==> src/rtl/rfv_pkg.sv <==
package rfv_pkg;

   function automatic bit is_pow2(input int unsigned v);
      return (v != 0) && ((v & (v - 1)) == 0);
   endfunction

   function automatic int unsigned idx_width(input int unsigned n);
      return (n > 1) ? $clog2(n) : 1;
   endfunction

endpackage

==> src/rtl/rfv_scale.sv <==
// Converts an interval length in cycles to bit-cycles for one register.
module rfv_scale #(
   parameter int unsigned TS_W  = 32,
   parameter int unsigned REG_W = 32,
   parameter int unsigned OUT_W = 37
) (
   input  logic [TS_W-1:0]  span,
   output logic [OUT_W-1:0] bitcyc
);
   localparam int unsigned SH = $clog2(REG_W);

   generate
      if (rfv_pkg::is_pow2(REG_W)) begin : g_shift
         assign bitcyc = OUT_W'(span) << SH;
      end else begin : g_mult
         assign bitcyc = OUT_W'(span) * OUT_W'(REG_W);
      end
   endgenerate
endmodule

==> src/rtl/rfv_sat_acc.sv <==
// Saturating accumulator with sticky overflow.
module rfv_sat_acc #(
   parameter int unsigned ACC_W = 64,
   parameter int unsigned INC_W = 38
) (
   input  logic             clk,
   input  logic             rst_n,
   input  logic [INC_W-1:0] inc,
   output logic [ACC_W-1:0] acc,
   output logic             ovf
);
   logic [ACC_W:0] sum;

   assign sum = {1'b0, acc} + (ACC_W+1)'(inc);

   always_ff @(posedge clk) begin
      if (!rst_n) begin
         acc <= '0;
         ovf <= 1'b0;
      end else if (sum[ACC_W]) begin
         acc <= '1;
         ovf <= 1'b1;
      end else begin
         acc <= sum[ACC_W-1:0];
      end
   end
endmodule

==> src/rtl/rfv_slot.sv <==
// Per-register state: last access time and credited bit-cycles.
module rfv_slot #(
   parameter int unsigned TS_W  = 32,
   parameter int unsigned ACC_W = 64,
   parameter int unsigned INC_W = 37
) (
   input  logic             clk,
   input  logic             rst_n,
   input  logic [TS_W-1:0]  cyc_ts,
   input  logic             touch,
   input  logic [INC_W-1:0] credit,
   output logic [TS_W-1:0]  last_ts,
   output logic [ACC_W-1:0] acc,
   output logic             ovf
);
   always_ff @(posedge clk) begin
      if (!rst_n) begin
         last_ts <= cyc_ts;
      end else if (touch) begin
         last_ts <= cyc_ts;
      end
   end

   rfv_sat_acc #(
      .ACC_W(ACC_W),
      .INC_W(INC_W)
   ) u_acc (
      .clk  (clk),
      .rst_n(rst_n),
      .inc  (credit),
      .acc  (acc),
      .ovf  (ovf)
   );
endmodule

==> src/rtl/rfv_query.sv <==
// Registered readout of one per-register total.
module rfv_query #(
   parameter int unsigned NREGS = 16,
   parameter int unsigned ACC_W = 64,
   parameter int unsigned IDX_W = 4
) (
   input  logic                        clk,
   input  logic                        rst_n,
   input  logic                        qry_vld,
   input  logic [IDX_W-1:0]            qry_idx,
   input  logic [NREGS-1:0][ACC_W-1:0] acc_all,
   input  logic [NREGS-1:0]            ovf_all,
   output logic                        rsp_vld,
   output logic [ACC_W-1:0]            rsp_total,
   output logic                        rsp_ovf
);
   logic             in_range;
   logic [ACC_W-1:0] sel_total;
   logic             sel_ovf;

   generate
      if (NREGS == (1 << IDX_W)) begin : g_full
         assign in_range = 1'b1;
      end else begin : g_part
         assign in_range = (32'(qry_idx) < NREGS);
      end
   endgenerate

   always_comb begin
      sel_total = '0;
      sel_ovf   = 1'b0;
      for (int i = 0; i < NREGS; i++) begin
         if (in_range && (qry_idx == IDX_W'(i))) begin
            sel_total = acc_all[i];
            sel_ovf   = ovf_all[i];
         end
      end
   end

   always_ff @(posedge clk) begin
      if (!rst_n) begin
         rsp_vld   <= 1'b0;
         rsp_total <= '0;
         rsp_ovf   <= 1'b0;
      end else begin
         rsp_vld <= qry_vld;
         if (qry_vld) begin
            rsp_total <= sel_total;
            rsp_ovf   <= sel_ovf;
         end
      end
   end
endmodule

==> src/rtl/rfv_acc.sv <==
// Register file vulnerability accumulator (top).
module rfv_acc #(
   parameter int unsigned NREGS = 16,
   parameter int unsigned REG_W = 32,
   parameter int unsigned TS_W  = 32,
   parameter int unsigned ACC_W = 64,
   localparam int unsigned IDX_W = rfv_pkg::idx_width(NREGS)
) (
   input  logic             clk,
   input  logic             rst_n,
   input  logic [TS_W-1:0]  cyc_ts,
   input  logic             rd0_vld,
   input  logic [IDX_W-1:0] rd0_idx,
   input  logic             rd1_vld,
   input  logic [IDX_W-1:0] rd1_idx,
   input  logic             wr_vld,
   input  logic [IDX_W-1:0] wr_idx,
   input  logic             drain,
   input  logic             qry_vld,
   input  logic [IDX_W-1:0] qry_idx,
   output logic [ACC_W-1:0] total,
   output logic             total_ovf,
   output logic             qry_rsp_vld,
   output logic [ACC_W-1:0] qry_total,
   output logic             qry_ovf
);
   localparam int unsigned INC_W = TS_W + $clog2(REG_W);

   generate
      if (NREGS < 2) begin : g_err_nregs
         $error("rfv_acc: NREGS must be at least 2");
      end
      if (REG_W < 1) begin : g_err_regw
         $error("rfv_acc: REG_W must be at least 1");
      end
      if (ACC_W <= INC_W) begin : g_err_accw
         $error("rfv_acc: ACC_W must exceed TS_W + clog2(REG_W)");
      end
   endgenerate

   logic [NREGS-1:0][TS_W-1:0]  last_all;
   logic [NREGS-1:0][ACC_W-1:0] acc_all;
   logic [NREGS-1:0]            ovf_all;

   logic ok0, ok1, okw;
   logic hit0, hit1, hitw;

   generate
      if (NREGS == (1 << IDX_W)) begin : g_idx_full
         assign ok0 = 1'b1;
         assign ok1 = 1'b1;
         assign okw = 1'b1;
      end else begin : g_idx_part
         assign ok0 = (32'(rd0_idx) < NREGS);
         assign ok1 = (32'(rd1_idx) < NREGS);
         assign okw = (32'(wr_idx) < NREGS);
      end
   endgenerate

   assign hit0 = rd0_vld && ok0;
   assign hit1 = rd1_vld && ok1;
   assign hitw = wr_vld && okw;

   // Last-access time seen by each read port.
   logic [TS_W-1:0] prev0, prev1;

   always_comb begin
      prev0 = '0;
      prev1 = '0;
      for (int i = 0; i < NREGS; i++) begin
         if (rd0_idx == IDX_W'(i)) prev0 = last_all[i];
         if (rd1_idx == IDX_W'(i)) prev1 = last_all[i];
      end
   end

   // Port 0 first; port 1 on the same register sees an interval of zero.
   logic            same_rd;
   logic [TS_W-1:0] span0, span1;

   assign same_rd = hit0 && (rd0_idx == rd1_idx);
   assign span0   = hit0 ? (cyc_ts - prev0) : '0;
   assign span1   = (hit1 && !same_rd) ? (cyc_ts - prev1) : '0;

   logic [INC_W-1:0] inc0, inc1;

   rfv_scale #(.TS_W(TS_W), .REG_W(REG_W), .OUT_W(INC_W)) u_scale0 (
      .span  (span0),
      .bitcyc(inc0)
   );

   rfv_scale #(.TS_W(TS_W), .REG_W(REG_W), .OUT_W(INC_W)) u_scale1 (
      .span  (span1),
      .bitcyc(inc1)
   );

   logic [INC_W:0] inc_sum;
   assign inc_sum = {1'b0, inc0} + {1'b0, inc1};

   rfv_sat_acc #(.ACC_W(ACC_W), .INC_W(INC_W+1)) u_total (
      .clk  (clk),
      .rst_n(rst_n),
      .inc  (inc_sum),
      .acc  (total),
      .ovf  (total_ovf)
   );

   generate
      for (genvar g = 0; g < NREGS; g++) begin : g_slot
         logic             sel0, sel1, selw;
         logic             touch;
         logic [INC_W-1:0] credit;

         assign sel0   = hit0 && (rd0_idx == IDX_W'(g));
         assign sel1   = hit1 && (rd1_idx == IDX_W'(g));
         assign selw   = hitw && (wr_idx == IDX_W'(g));
         assign touch  = sel0 || sel1 || selw || drain;
         assign credit = (sel0 ? inc0 : '0) | (sel1 ? inc1 : '0);

         rfv_slot #(.TS_W(TS_W), .ACC_W(ACC_W), .INC_W(INC_W)) u_slot (
            .clk    (clk),
            .rst_n  (rst_n),
            .cyc_ts (cyc_ts),
            .touch  (touch),
            .credit (credit),
            .last_ts(last_all[g]),
            .acc    (acc_all[g]),
            .ovf    (ovf_all[g])
         );
      end
   endgenerate

   rfv_query #(.NREGS(NREGS), .ACC_W(ACC_W), .IDX_W(IDX_W)) u_query (
      .clk      (clk),
      .rst_n    (rst_n),
      .qry_vld  (qry_vld),
      .qry_idx  (qry_idx),
      .acc_all  (acc_all),
      .ovf_all  (ovf_all),
      .rsp_vld  (qry_rsp_vld),
      .rsp_total(qry_total),
      .rsp_ovf  (qry_ovf)
   );
endmodule

==> config.mk <==
export PLATFORM = sky130hd
export DESIGN_NAME = rfv_acc
export DESIGN_NICKNAME = d
export VERILOG_FILES = /design/src/rtl/rfv_pkg.sv /design/src/rtl/rfv_scale.sv /design/src/rtl/rfv_sat_acc.sv /design/src/rtl/rfv_slot.sv /design/src/rtl/rfv_query.sv /design/src/rtl/rfv_acc.sv
export SDC_FILE = /design/constraint.sdc
export NUM_CORES = 2
export LEC_CHECK = 0
export BUFFER_PORTS_ARGS = -buffer_cell sky130_fd_sc_hd__clkbuf_2
export CORE_ASPECT_RATIO = 1.75
export CORE_MARGIN = 2
export CORE_UTILIZATION = 65
export CTS_CLUSTER_SIZE = 14
export DETAILED_ROUTE_END_ITERATION = 6
export GPL_ROUTABILITY_DRIVEN = 1
export PLACE_DENSITY = 0.82
export SLEW_MARGIN = 20
export SYNTH_ARGS = -nofsm -noshare
export SYNTH_HDL_FRONTEND = slang
export SYNTH_HIERARCHICAL = 1
export SYNTH_SLANG_ARGS = --single-unit
==> constraint.sdc <==
create_clock -name clk -period 11.2 [get_ports clk]
set_clock_uncertainty 0.1 [all_clocks]
set_input_delay 1.12 -clock clk [delete_from_list [all_inputs] [get_ports clk]]
set_output_delay 1.12 -clock clk [all_outputs]
set_load 0.03 [all_outputs]
==> results by group, run 1 <==
Place
  • I/O Buffers: between 150 and 200
  • Worst slack, placed: roughly 0.85 ns
  • Post-DP HPWL: 476000 um
  • Gpl congestion: 1.31

Synthesis
  • Ys async rst share: 0
  • Ys Warns: 6
  • Prevailing post-synth register cell: dfxtp_1
  • Post-Syn Area: roughly 0.13 mm2
  • Post-synthesis simple-gate area fraction: 0.170
  • EDFF count, synth: 512
  • Compound-Gate Fraction of Synth Area: 0.324
  • #FFs+latches synth: between 1500 and 2000
  • Syn Inst Count: 14800
  • Xor/xnor share of the synthesized area: 0.0494
  • Synth Area in Adders: 0.0753
  • Post-Syn Area per Cell: 8.56 um2
  • Mux contribution to synthesized area: 0.0218
  • Sequential area share after synthesis: 0.306
  • Largest family of logic cells by synthesized area: compound AO/OA/AOI/OAI gates
  • Synth unique cells: approximately 140

GRT
  • Vias in the first global route: 151000
  • Aggregate global routing overflow: 1960
  • First-pass GRT wire length: 1170000 um
  • Total track usage: 0.783
  • Largest net degree at the start of global routing: around 120

Clock network
  • Hold Buf Count CTS: 0
  • Max clock buf depth: 4
  • Root Buffer: clkbuf_16
  • Htree depth: 4
  • Cts repair resizes: 0
  • CTS Buf Count: 173
  • # Post-CTS Setup Buffers: 0
  • CTS Sinks: 1683

Outcome
  • Status: stopped before the end
  • Stopping stage: global routing (5_1_grt)
  • Err: [ERROR GRT-0116] Global routing finished with congestion. Check the congestion regions in the DRC Viewer.

Die
  • # rows: about 210
  • Effective utilization at floorplan: 0.653
  • I/O Pins: 186
  • Die W: about 340 um
  • Die Ht: a little under 600 um
==> synth_stat cells, types with 47 or more instances <==
cell type  instances  share of area
o2bb2ai_1         55         0.0038
a31oi_1          268          0.013
o21bai_1         123         0.0073
a22o_1           696          0.048
a21o_2            56         0.0039
a221o_1           71         0.0056
a211oi_1         124         0.0073
o21a_1           111         0.0066
o211ai_1          67         0.0040
o22ai_1          168         0.0083
a2bb2oi_1         91         0.0063
ha_1             731          0.072
o21ai_0          740          0.029
o31ai_1           58         0.0034
a22oi_1          216          0.013
a221oi_1         106         0.0073
a31o_2            49         0.0034
nor2b_1           89         0.0044
nor3_1           297          0.012
o32ai_1           50         0.0035
dfxtp_1         1171           0.18
nor2_1           903          0.027
xnor2_1          417          0.029
nand4_1          287          0.014
a222oi_1          47         0.0037
buf_1            121         0.0036
and3_1           286          0.014
or3_1             57         0.0028
and4_1           152          0.010
nor3b_1           49         0.0029
edfxtp_1         512           0.12
buf_4            168         0.0099
a21o_1           382          0.023
o21ai_1           67         0.0026
inv_1            262         0.0078
xor2_1           299          0.021
nand2_1          897          0.027
and2_1           157         0.0077
nand2b_1         112         0.0055
mux2i_1          240          0.019
a311oi_1          64         0.0044
nand3_1          386          0.015
a21oi_1         1797          0.071
clkbuf_1         556          0.016
buf_2            246         0.0097
==> stage by stage <==
step                      instances  cell area [um2]
after CTS                     17100           135000
after detailed placement      16800           129000
after global placement        16800           129000
after floorplan               14800           127000
==> layer usage <==
metal	overflow	GRT usage
met1	31	0.770
met2	1252	0.955
met3	20	0.628
met4	655	0.790
met5	2	0.319
==> cells by family after synthesis <==
| kind of cell | Yosys count |
|---|---|
| AO/OA/AOI/OAI | 5933 |
| AND/OR/NAND/NOR | 4053 |
| flip-flops | 1683 |
| buffers and inverters | 1418 |
| adder cells (fa/ha/maj) | 751 |
| XOR/XNOR | 716 |
| multiplexers | 266 |
| other | 2 |
==> inputs of run 2 (changes only) <==
--- a/config.mk
+++ b/config.mk
@@ -6,13 +6,11 @@
 export NUM_CORES = 2
 export LEC_CHECK = 0
 export BUFFER_PORTS_ARGS = -buffer_cell sky130_fd_sc_hd__clkbuf_2
-export CORE_ASPECT_RATIO = 1.75
 export CORE_MARGIN = 2
-export CORE_UTILIZATION = 65
-export CTS_CLUSTER_SIZE = 14
+export CORE_UTILIZATION = 40
 export DETAILED_ROUTE_END_ITERATION = 6
 export GPL_ROUTABILITY_DRIVEN = 1
-export PLACE_DENSITY = 0.82
+export PLACE_DENSITY_LB_ADDON = 0.15
 export SLEW_MARGIN = 20
 export SYNTH_ARGS = -nofsm -noshare
 export SYNTH_HDL_FRONTEND = slang
==> run 2 against run 1 <==
Net effect: the flow now finishes, with violations (design-rule violations); area after synthesis unchanged; synthesized cell count unchanged.
==> results by group, run 2 <==
Hold path
  • Min-delay worst type: reg -> reg

Cells and area
  • Nets: between 15000 and 20000
  • Largest registers: g_slot.u_slot/u_acc/acc x1024, g_slot.u_slot/last_ts x512
  • Fill count: 31400
  • Area of the multi-input gates: between 0.08 and 0.09 mm2
  • Most flops, register: g_slot.u_slot/u_acc/acc
  • Area grow syn2layout: 9.42%
  • Layout cells sized above 1: 0.109
  • Most common cell after layout, fill and taps aside: a21oi_1
  • Max FFs per register: 1024
  • Final std cells w/o fill: roughly 19000
  • Sequential standard cell area: a little under 0.04 mm2
  • Most frequent cells in the layout: a21oi_1 (1790), dfxtp_1 (1171), nand2_1 (896)

Synthesis
  • Synth top area share: 0.185 (unchanged)
  • Most frequent cell after synthesis: a21oi_1 (unchanged)
  • Prevailing post-synth register cell: dfxtp_1 (unchanged)
  • Commonest cells in the netlist: a21oi_1 (1797), dfxtp_1 (1171), nor2_1 (903) (unchanged)
  • Ys Warns: 6 (unchanged)
  • Sequential area share after synthesis: 0.306 (unchanged)
  • Syn Inst Count: 14800 (unchanged)
  • Synth area leader: dfxtp_1 (unchanged)
  • Post-Syn Area per Cell: 8.56 um2 (unchanged)
  • Ys async rst share: 0 (unchanged)
  • Top post-synthesis cells by area: dfxtp_1 (18%), edfxtp_1 (12%), ha_1 (7.2%) (unchanged)
  • EDFF count, synth: 512 (unchanged)
  • Post-Syn Area: 0.127 mm2 (unchanged)
  • Synth unique cells: 138 (unchanged)
  • #FFs+latches synth: 1683 (unchanged)

Clock network
  • Root Buffer: clkbuf_16 (unchanged)
  • Htree depth: 4 (unchanged)
  • Cts repair resizes: 0 (unchanged)
  • CTS Sinks: 1683 (unchanged)
  • CTS tree: yes
  • Worst skew pair latency: roughly 1 ns
  • Max clock buf depth: 4 (unchanged)
  • Hold Buf Count CTS: 0 (unchanged)
  • CTS Buf Count: 210 (was 173)
  • # Post-CTS Setup Buffers: 0 (unchanged)
  • Clk slew on worst S/H paths: roughly 0.06 ns

Outcome
  • Status: finished, violations left (was stopped before the end)
  • Failing checks: design-rule violations

Power and ir drop
  • Seq pwr share: 0.357
  • Int Pwr: about 12 mW
  • Pwr/cell area: 140 mW/mm2
  • Net switching power figure: slightly above 7 mW
  • Peak supply drop: roughly 0.00024 V
  • Clock group share of total power: 0.375
  • Switching share of power: 0.364
  • Leakage power: between 50 and 60 nW
  • Total Power: between 15 and 20 mW
  • Logic pwr share: 0.268

Routing
  • WL met3: 63600 um
  • Wl on met1: 249000 um
  • DRC: 27
  • Wire length per cell: around 33 um
  • Via/cell ratio: roughly 6.8
  • Drt first pass iters: 7
  • Met2 wire len: ~250000 um
  • DRT antenna net count: 0
  • DRT iter0 DRCs: approximately 17000
  • Highest routed metal layer: met5
  • Final Routed Wirelength: a little over 600000 um
  • Vias: ~130k

STA
  • Fin crit share: 0.920
  • Setup TNS: 0 ns
  • Final hold viol count: 0
  • Unrepaired setup endpoints after global routing: false
  • Normalized max-slew margin: 0.124
  • Fmax: 97.0 MHz
  • Tmin final: 10.31 ns
  • Final setup fails: 0
  • Worst Tran Pin Value: ~1.3 ns
  • Max-slew violations: 0

GRT
  • First-pass GRT wire length: between 800000 and 900000 um
  • Total track usage: 0.363
  • Vias in the first global route: between 100k and 150k
  • Largest net degree at the start of global routing: between 100 and 150
  • Initial antenna violation count: 34
  • Aggregate global routing overflow: 0

Critical path
  • CP dominant cell by count: a21oi_1
  • CP required: 11.89 ns
  • Worst setup EP type: flip-flop
  • Startpoint types: input pin
  • Critical path's slowest cell: nor2_4
  • Sum of buffers and inverters on the critical path: 3
  • Critical path class: in -> reg
  • Cell family with most CP delay: compound AO/OA/AOI/OAI gates
  • R2r setup slk: approximately 1.9 ns
  • Max incr delay on CP: approximately 0.97 ns
  • Max FO, Critical Path: 39
  • CP arrival: 11.00 ns

Place
  • I/O Buffers: 185 (unchanged)
  • Gpl congestion: 1.08 (was 1.31)
  • DP Cell Count: 18400 (was 16800)
  • Post-DP HPWL: 453000 um (was 476000 um)

Die
  • # rows: 206 (was 214)
  • Die Ht: 567 um (was 588 um)
  • Core footprint: 0.315 mm2
  • Die ar.: ~0.32 mm2
  • I/O Pins: 186 (unchanged)
  • Effective utilization at floorplan: 0.402 (was 0.653)
  • Die W: 567 um (was 338 um)

Job
  • Max-cap viol count: 0
run 2: power groups by stage:
stage               registers, mW  clock network (mW)  logic [mW]
detailed placement           7.05                   0        4.97
CTS                          6.93                7.35        5.00
global route                 6.95                7.57        5.40
global placement             7.08                   0        5.00
floorplan                    7.02                   0        2.96
finish                       6.94                7.28        5.20
run 2: cell type report:
type / count / area share
repair buffers: 587 / 0.0305
multi-input cells: 11700 / 0.593
inverters: 269 / 0.00732
well taps: 4160 / 0.0375
clock buffers: 289 / 0.0423
diodes: 25 / 0.000451
clock inverters: 91 / 0.00911
flip-flops and latches: 1683 / 0.280
run 2: logic make-up (layout without fill, tap and decap cells):
logic type	after synthesis	after routing	share of synthesized area
adders and majority gates	751	751	0.0753
muxes	266	266	0.0218
DFF	1683	1683	0.306
AOI/OAI and AO/OA	5933	5933	0.324
xor gates and xnor gates	716	716	0.0494
buffers and inverters	1418	1236	0.0526
and+or+nand+nor	4053	4053	0.170
other	2	35	0.0000592
run 2: metrics by stage:
stage	hold WS (ns)	util	setup slack, ns	cell area (um2)
floorplan	0.335	-	2.57	127000
global placement	0.349	0.417	0.541	132000
detailed placement	0.359	0.417	0.393	132000
CTS	0.372	0.440	1.28	139000
global route	0.402	0.440	0.566	139000
finish	0.368	0.440	0.891	139000
run 2: final timing paths:
check,cells past startpoint,to,start
setup / recovery,32,u_total/acc[32]$_SDFF_PN0_,rd0_idx[3]
hold / removal,2,g_slot[15].u_slot/u_acc/ovf$_SDFFE_PN0P_,g_slot[15].u_slot/u_acc/ovf$_SDFFE_PN0P_
setup reg to reg,33,u_total/acc[32]$_SDFF_PN0_,g_slot[5].u_slot/last_ts[15]$_DFFE_PP_
hold reg to reg,2,g_slot[15].u_slot/u_acc/ovf$_SDFFE_PN0P_,g_slot[15].u_slot/u_acc/ovf$_SDFFE_PN0P_
run 2: tightest hold or removal path, stage by stage, from the launching register on:
cell     delay, ns
dfxtp_1       0.32
nor2_1        0.05
nor2_1        0.07
run 2: routing by layer:
layer	vias up	global-route usage
met1	61800	0.476
met5	-	0.00550
li1	56400	-
met3	1660	0.0871
met2	7400	0.532
met4	18	0.235
Power figures use the tool's default switching activity.
